===== src/rtl/osh_pkg.sv =====
package osh_pkg;
  typedef enum logic [1:0] {
    SH_SAT_R2  = 2'b00,
    SH_SAT_R1  = 2'b01,
    SH_WRAP_R1 = 2'b10,
    SH_WRAP_R2 = 2'b11
  } shift_mode_e;
endpackage


===== src/rtl/osh_shifter.sv =====
module osh_shifter #(
  parameter int ACC_W = 26,
  parameter int OUT_W = 24,
  parameter int SAT_W = 20
) (
  input  logic signed [ACC_W-1:0] acc_i,
  input  osh_pkg::shift_mode_e    mode_i,
  output logic        [OUT_W-1:0] res_o
);
  localparam logic signed [ACC_W-1:0] LIM_HI = ACC_W'((64'sd1 <<< (SAT_W-1)) - 64'sd1);
  localparam logic signed [ACC_W-1:0] LIM_LO = -LIM_HI - ACC_W'(1);

  logic signed [ACC_W-1:0] pre, clamped;
  logic one_place;

  always_comb begin
    one_place = (mode_i == osh_pkg::SH_SAT_R1) || (mode_i == osh_pkg::SH_WRAP_R1);
    pre       = one_place ? (acc_i >>> 1) : (acc_i >>> 2);
    clamped   = pre;
    if (pre > LIM_HI)      clamped = LIM_HI;
    else if (pre < LIM_LO) clamped = LIM_LO;
    // upper mode bit selects wrap instead of clamp
    res_o = mode_i[1] ? pre[OUT_W-1:0] : clamped[OUT_W-1:0];
  end
endmodule


===== src/rtl/osh_latches.sv =====
module osh_latches #(
  parameter int OUT_W  = 24,
  parameter int FRC_W  = 13,
  parameter int ADRS_W = 16,
  parameter int BUS_W  = 32
) (
  input  logic              clk_i,
  input  logic              rst_ni,
  input  logic              step_i,
  input  logic              frc_ld_i,
  input  logic              adrs_ld_i,
  input  logic              narrow_i,
  input  logic [OUT_W-1:0]  res_i,
  input  logic [BUS_W-1:0]  bus_i,
  output logic [FRC_W-1:0]  frc_o,
  output logic [ADRS_W-1:0] adrs_o
);
  localparam int FRC_LO_W = FRC_W - 1;
  localparam int ADR_FW   = OUT_W / 2;

  logic [FRC_W-1:0]  frc_d;
  logic [ADRS_W-1:0] adrs_d;

  always_comb begin
    frc_d  = narrow_i ? FRC_W'(res_i[FRC_LO_W-1:0]) : res_i[OUT_W-1 -: FRC_W];
    adrs_d = narrow_i ? ADRS_W'(res_i[OUT_W-1 -: ADR_FW]) : bus_i[BUS_W-1 -: ADRS_W];
  end

  always_ff @(posedge clk_i or negedge rst_ni) begin
    if (!rst_ni) begin
      frc_o  <= '0;
      adrs_o <= '0;
    end else if (step_i) begin
      if (frc_ld_i)  frc_o  <= frc_d;
      if (adrs_ld_i) adrs_o <= adrs_d;
    end
  end
endmodule


===== src/rtl/osh_eff_bank.sv =====
module osh_eff_bank #(
  parameter int N     = 16,
  parameter int W     = 24,
  parameter int IN_W  = 24,
  parameter int SHR   = 4,
  localparam int SEL_W = $clog2(N)
) (
  input  logic             clk_i,
  input  logic             rst_ni,
  input  logic             clr_i,
  input  logic             add_i,
  input  logic [SEL_W-1:0] sel_i,
  input  logic [IN_W-1:0]  val_i,
  output logic [N*W-1:0]   regs_o
);
  logic signed [IN_W-1:0] scaled;
  logic signed [W-1:0]    inc;

  assign scaled = $signed(val_i) >>> SHR;
  assign inc    = W'(scaled);

  for (genvar g = 0; g < N; g++) begin : g_ent
    logic [W-1:0] q;
    logic [W-1:0] base;
    assign base = clr_i ? '0 : q;
    always_ff @(posedge clk_i or negedge rst_ni) begin
      if (!rst_ni)                            q <= '0;
      else if (add_i && sel_i == SEL_W'(g))   q <= base + inc;
      else if (clr_i)                         q <= '0;
    end
    assign regs_o[g*W +: W] = q;
  end
endmodule


===== src/rtl/out_shift_stage.sv =====
module out_shift_stage #(
  parameter int ACC_W      = 26,
  parameter int OUT_W      = 24,
  parameter int SAT_W      = 20,
  parameter int FRC_W      = 13,
  parameter int ADRS_W     = 16,
  parameter int BUS_W      = 32,
  parameter int CT_W       = 16,
  parameter int TEMP_DEPTH = 128,
  parameter int EFF_N      = 16,
  parameter int EFF_W      = 24,
  parameter int EFF_SHR    = 4,
  localparam int TA_W      = $clog2(TEMP_DEPTH),
  localparam int ES_W      = $clog2(EFF_N)
) (
  input  logic                   clk_i,
  input  logic                   rst_ni,
  input  logic                   step_i,
  input  logic                   frame_i,
  input  logic [ACC_W-1:0]       acc_i,
  input  logic [1:0]             shift_mode_i,
  input  logic                   frc_ld_i,
  input  logic                   adrs_ld_i,
  input  logic                   temp_wr_i,
  input  logic                   eff_wr_i,
  input  logic [TA_W-1:0]        temp_ofs_i,
  input  logic [ES_W-1:0]        eff_sel_i,
  input  logic [BUS_W-1:0]       bus_i,
  input  logic [CT_W-1:0]        ring_ct_i,
  output logic                   temp_we_o,
  output logic [TA_W-1:0]        temp_waddr_o,
  output logic [OUT_W-1:0]       temp_wdata_o,
  output logic [FRC_W-1:0]       frc_o,
  output logic [ADRS_W-1:0]      adrs_o,
  output logic [EFF_N*EFF_W-1:0] eff_regs_o
);
  osh_pkg::shift_mode_e mode;
  logic [ACC_W-1:0] acc_q;
  logic [OUT_W-1:0] res;

  assign mode = osh_pkg::shift_mode_e'(shift_mode_i);

  // previous step's accumulator feeds this step's shifter
  always_ff @(posedge clk_i or negedge rst_ni) begin
    if (!rst_ni)     acc_q <= '0;
    else if (step_i) acc_q <= acc_i;
  end

  osh_shifter #(.ACC_W(ACC_W), .OUT_W(OUT_W), .SAT_W(SAT_W)) u_shift (
    .acc_i  ($signed(acc_q)),
    .mode_i (mode),
    .res_o  (res)
  );

  always_ff @(posedge clk_i or negedge rst_ni) begin
    if (!rst_ni) begin
      temp_we_o    <= 1'b0;
      temp_waddr_o <= '0;
      temp_wdata_o <= '0;
    end else begin
      temp_we_o <= step_i && temp_wr_i;
      if (step_i) begin
        temp_waddr_o <= temp_ofs_i + ring_ct_i[TA_W-1:0];
        temp_wdata_o <= res;
      end
    end
  end

  osh_latches #(.OUT_W(OUT_W), .FRC_W(FRC_W), .ADRS_W(ADRS_W), .BUS_W(BUS_W)) u_lat (
    .clk_i     (clk_i),
    .rst_ni    (rst_ni),
    .step_i    (step_i),
    .frc_ld_i  (frc_ld_i),
    .adrs_ld_i (adrs_ld_i),
    .narrow_i  (mode == osh_pkg::SH_WRAP_R2),
    .res_i     (res),
    .bus_i     (bus_i),
    .frc_o     (frc_o),
    .adrs_o    (adrs_o)
  );

  osh_eff_bank #(.N(EFF_N), .W(EFF_W), .IN_W(OUT_W), .SHR(EFF_SHR)) u_eff (
    .clk_i  (clk_i),
    .rst_ni (rst_ni),
    .clr_i  (frame_i),
    .add_i  (step_i && eff_wr_i),
    .sel_i  (eff_sel_i),
    .val_i  (res),
    .regs_o (eff_regs_o)
  );
endmodule


===== config.mk =====
export PLATFORM = sky130hd
export DESIGN_NAME = out_shift_stage
export DESIGN_NICKNAME = d
export VERILOG_FILES = /design/src/rtl/osh_pkg.sv /design/src/rtl/osh_shifter.sv /design/src/rtl/osh_latches.sv /design/src/rtl/osh_eff_bank.sv /design/src/rtl/out_shift_stage.sv
export SDC_FILE = /design/constraint.sdc
export NUM_CORES = 2
export LEC_CHECK = 0
export BUFFER_PORTS_ARGS = -buffer_cell sky130_fd_sc_hd__buf_2
export CAP_MARGIN = 5
export CORE_ASPECT_RATIO = 0.5
export CORE_UTILIZATION = 55
export CTS_CLUSTER_SIZE = 30
export DETAILED_ROUTE_END_ITERATION = 10
export PLACE_DENSITY = 0.86
export SKIP_LAST_GASP = 1
export SYNTH_ARGS = -nofsm -noshare
export SYNTH_HDL_FRONTEND = slang
export SYNTH_HIERARCHICAL = 1
export SYNTH_SLANG_ARGS = --single-unit

===== constraint.sdc =====
create_clock -name clk_i -period 9.55 [get_ports clk_i]
set_input_delay 0.4775 -clock clk_i [delete_from_list [all_inputs] [get_ports clk_i]]
set_output_delay 0.4775 -clock clk_i [all_outputs]
set_load 0.02 [all_outputs]

-- After elaboration in Yosys (flattened, before gate mapping)
Index checks and enable logic that the tools add are counted.
- register bits after elaboration: 471
- bits in latches: 0
- memory bits (writable): 0
- ROM bits: 0
- input port bits: 95
- output and inout bits: 445
- word-level logic and storage cells: 119
- memories: 0
- add/subtract/negate cells: 17
- multiply operators: 0
- divide/modulo/power cells: 0
- order comparisons: 2
- equality and inequality tests: 18
- shift operators: 0
- mux-type cells: 38
- bitwise gates (word level): 0
- reductions and logical operators: 22
- operator list (operator ; number):
    2-to-1 mux 24 bit ; 36
    adder 24 bit ; 16
    equality test 4 bit, second input constant ; 8
    greater-than comparator 25 x 20 -> 1 bit, second input constant ; 1
    < comparator 25 x 20 -> 1 bit, second input constant ; 1
    logical AND 1 bit ; 18
    equality test 4 x 3 -> 1 bit, second input constant ; 4
    2-to-1 mux 16 bit ; 1
    2-to-1 mux 13 bit ; 1
    equality test 4 x 2 -> 1 bit, second input constant ; 2
    adder 7 bit ; 1
    equality test 2 bit, second input constant ; 2
    equality test 4 x 1 -> 1 bit, second input constant ; 1
    zero test 4 bit ; 1
    AND reduction 2 bit ; 2
    equality test 2 x 1 -> 1 bit, second input constant ; 1
    logical OR 1 bit ; 1

-- Depth between registers and ports, before layout
- word-level depth: 9
- mapped depth: 17
- gate-level depth less buffers: 16

-- Hierarchy
The synthesis kept the hierarchy.
- by module, submodules not included (module ; times used ; cells each ; area each (µm²) ; seq. area each (µm²)):
    osh_eff_bank ; 1 ; 3824 ; 32847.8 ; 9609.2
    out_shift_stage ; 1 ; 160 ; 2429.8 ; 1451.4
    osh_latches ; 1 ; 130 ; 1478.9 ; 725.7
    osh_shifter ; 1 ; 62 ; 503.0 ; 0.0

-- Worst setup path before layout
No wires, ideal clock.
- path kind: input-to-reg
- from: input shift_mode_i[1]
- to: register u_eff.g_ent[10].q[20]
- library setup time: 0.147 ns
- arrival: 5.662 ns
- required time: 9.403 ns
- setup slack: 3.741 ns
- stages: 16
- buffers on the path: 1
- cell sequence: buf_4 > xor2_4 > mux2i_1 > o21ai_0 > inv_1 > fa_1 > nor2b_1 > o21ai_0 > a21boi_0 > o211a_1 > nor3_1 > o31ai_1 > nand2_1 > a31oi_1 > mux2i_1 > o311ai_0
- cells in the longest elaborated chain, start to end: 9
- elaborated cells between the ends (all ways): 11
- those cells by class: 1 x add/sub; 2 x order compare; 2 x eq/ne; 5 x mux; 1 x reduce/logical
- ends and longest elaborated chain (element ; line ; source):
    from (decl) ; out_shift_stage.sv:21 ; input logic [1:0] shift_mode_i,
    equality test 2 x 1 -> 1 bit or equality test 2 bit (tied branches) ; osh_shifter.sv:17 ; one_place = (mode_i == osh_pkg::SH_SAT_R1) || (mode_i == osh_pkg::SH_WRAP_R1);
    logical OR 1 bit ; osh_shifter.sv:17 ;
    2-to-1 mux 24 bit ; osh_shifter.sv:18 ; pre = one_place ? (acc_i >>> 1) : (acc_i >>> 2);
    < comparator 25 x 20 -> 1 bit ; osh_shifter.sv:21 ; else if (pre < LIM_LO) clamped = LIM_LO;
    2-to-1 mux 24 bit ; osh_shifter.sv:21 ;
    2-to-1 mux 24 bit ; osh_shifter.sv:20 ; if (pre > LIM_HI) clamped = LIM_HI;
    2-to-1 mux 24 bit (*) ; osh_shifter.sv:23 ; res_o = mode_i[1] ? pre[OUT_W-1:0] : clamped[OUT_W-1:0];
    net res[5] ; out_shift_stage.sv:39 ; logic [OUT_W-1:0] res;
    adder 24 bit (*) ; osh_eff_bank.sv:28 ; else if (add_i && sel_i == SEL_W'(g)) q <= base + inc;
    2-to-1 mux 24 bit (*) ; osh_eff_bank.sv:28 ;
    to (signal assigned) ; osh_eff_bank.sv:28 ;
    to (decl) ; osh_eff_bank.sv:23 ; logic [W-1:0] q;
Mark *: on every way through the listed nets, which the timed path passes. The rest lies on a longest branch.
A chain may end at the register's enable or synchronous reset.

-- Worst setup path in the final report
- from: register acc_q[25]
- to: register u_eff.g_ent[10].q[20]
- cells in the longest elaborated chain, start to end: 7
- elaborated cells between the ends (all ways): 8
- those cells by class: 1 x add/sub; 2 x order compare; 5 x mux
- ends and longest elaborated chain (element ; line ; source):
    from (decl) ; out_shift_stage.sv:38 ; logic [ACC_W-1:0] acc_q;
    from (signal assigned) ; out_shift_stage.sv:46 ; else if (step_i) acc_q <= acc_i;
    2-to-1 mux 24 bit ; osh_shifter.sv:18 ;
    < comparator 25 x 20 -> 1 bit ; osh_shifter.sv:21 ;
    2-to-1 mux 24 bit ; osh_shifter.sv:21 ;
    2-to-1 mux 24 bit (*) ; osh_shifter.sv:20 ;
    2-to-1 mux 24 bit (*) ; osh_shifter.sv:23 ;
    net res[4] ; out_shift_stage.sv:39 ;
    adder 24 bit (*) ; osh_eff_bank.sv:28 ;
    2-to-1 mux 24 bit (*) ; osh_eff_bank.sv:28 ;
Marks and branches as above.

==> metrics.cfg <==
[outcome]
status = finished with violations
violations = DRC

[place]
dpl.hpwl_um = 81400
post_dp_cell_area_mm2 = 0.0408
finalWeightedCongestion = 0.955
port_buffers = 513

[floorplanning]
coreArea_mm2 = 0.0659
die_h_um = 186
die_x_um = 370
start_util = 0.565
rows = 66
pin_count = 540
die-area_mm2 = 0.0688

[clock_tree]
clock_sinks = 470
root_buffer = clkbuf_16
htree_levels = 2
post_cts_buffers = 0
clkTransAtPathRegs_ps = 70
clock_latency_ps = 630
cts_made_buffers = 48
cts_tree = built
ctsResizeCount = 0
clockBufferDepth = 3

[cells_and_area]
mostFrequentLayoutCells = buf_2 (511), dfrtp_1 (470), nand2_1 (455)
drive_gt1_frac = 0.188
final_area_mm2 = 0.0424
synthToLayoutAreaGrowth_pct = 14.0
fillers = 5099
final_util = 0.644
seqCellArea_mm2 = 0.0118
final_nets = 5120
multiInputGateArea_mm2 = 0.0246
final_common_cell = buf_2

[timing]
maxSlewHeadroom = 0.129
drv_slew = 0
rsz0062_at_grt = no
skew_ps = 32.9
finalHoldViolations = 0
fin_hold_ws_ps = 72.4
fin_crit_sh = 0.595
setup_tns_ps = 0
timing.fmax_mhz = 176
min_period_ps = 5680
worst_slew_pin_slew_ps = 1300
setup_viol = 0

[grt]
grt.overflow.total = 0
grt_pass1_wl_um = 180000
gr-max-usage-layer = met2
grt_usage = 0.333
met3_usage = 0.0554
grt_pass1_vias = 33400
grtUsageMet1 = 0.383
grt_max_degree = 166
antenna_found_initial = 5
grt_use_met2 = 0.539

[drt]
viasPerCell = 6.13
drt_pass1_iterations = 10
drc = 1
ant_nets = 0
drt_iter0_drc = 2970
wl_um = 118000
wire_per_inst_um = 21.2
num_vias = 34100

[critical_path]
r2r_cells = 17
cp-end-kind = flop
crit_path_end = u_eff/g_ent[10].q[20]
crit_top_cell = o21ai_4
startpoint = acc_q[25]
required_ps = 10030
path_depth = 17
cp_cell_sequence = nor2_1, o21ai_4, o21ai_4, buf_4, ha_1, inv_1, fa_1, nor2b_1, o21ai_0, a21boi_0, o211a_1, nor3_1, o31ai_1, nand2_1, a31oi_1, mux2i_1, o311ai_0
slowest_delay_ps = 710
arrival_ps = 6160
start_kind = flop
timing.rr.start = acc_q[25]
critPathMaxFanout = 19
critPathBufInv = 2
r2r_end = u_eff/g_ent[10].q[20]
critical_path_class = flop to flop
crit_path_top_delay_cell = nor2_1
crit_family = compound AO/OA/AOI/OAI gates
reg2reg_slack_ps = 3870

[power]
ir_drop_v = 0.000120
leakagePower_uw = 0.0221
power_density_mw_per_mm2 = 137

[yosys]
syn_avg_cell_area_um2 = 8.92
syn_area_mm2 = 0.0372
syn-num-nets = 4660
postSynthCellCount = 4174
synth_warnings = 6

[flow_run]
drv_cap = 0

[min_path]
hold_path.class = input port to flop

==> sequential cells by signal (all words and copies together) (netlist names) <==
signal         flops
u_eff/g_ent.q    384
temp_waddr_o       7
u_lat/frc_o       13
temp_wdata_o      24
temp_we_o          1
acc_q             25
u_lat/adrs_o      16
==> per-layer routing <==
metal | wire [µm] | share of wire | up-vias
li1 | - | - | 15800
met1 | 44200 | 0.38 | 16200
met2 | 53200 | 0.45 | 1483
met3 | 8310 | 0.071 | 565
met4 | 12100 | 0.10 | 0
met5 | 0 | 0 | -
==> layout make-up <==
| cell class | count | area share |
|---|---|---|
| Antenna cell | 5 | 0.000295 |
| Clock buffer | 76 | 0.0344 |
| Clock inverter | 11 | 0.00265 |
| Inverter | 106 | 0.00938 |
| Multi-Input combinational cell | 3450 | 0.581 |
| Sequential cell | 470 | 0.277 |
| Tap cell | 884 | 0.0261 |
| Timing Repair Buffer | 558 | 0.0693 |
==> timing repair <==
action,CTS,global route
endpoints found under the hold margin,96,0
hold buffers,1,0
setup endpoints to repair,0,0
==> how the worst min path moves through the flow <==
stage                          from              end  slack, ps  cells past startpoint
detailed placement  temp_wdata_o[2]  temp_wdata_o[2]        490                      1
CTS                       temp_wr_i        temp_we_o         50                      2
finish                    temp_wr_i        temp_we_o         70                      2
floorplan                    rst_ni        acc_q[10]        180                      0
global placement    temp_waddr_o[0]  temp_waddr_o[0]        480                      1
global route              temp_wr_i        temp_we_o         80                      2
==> metrics by stage <==
step | std cells | total power (µW) | worst slack, ps
6_report | 5560 | 5790 | 3870
5_1_grt | 5560 | 6010 | 3660
4_1_cts | 5555 | 5770 | 4000
3_5_place_dp | 5467 | 3800 | 3760
3_3_place_gp | 5467 | 3730 | 3980
2_1_floorplan | 4174 | 3250 | 3740
==> power by group <==
group / leakage (µW) / total (µW) / internal, µW / switching, µW
clock network: 0.000779 / 1970 / 1100 / 873
logic: 0.0149 / 1690 / 581 / 1110
registers: 0.00633 / 2130 / 2080 / 51.9
No activity file was read; power rests on OpenSTA's default activity.
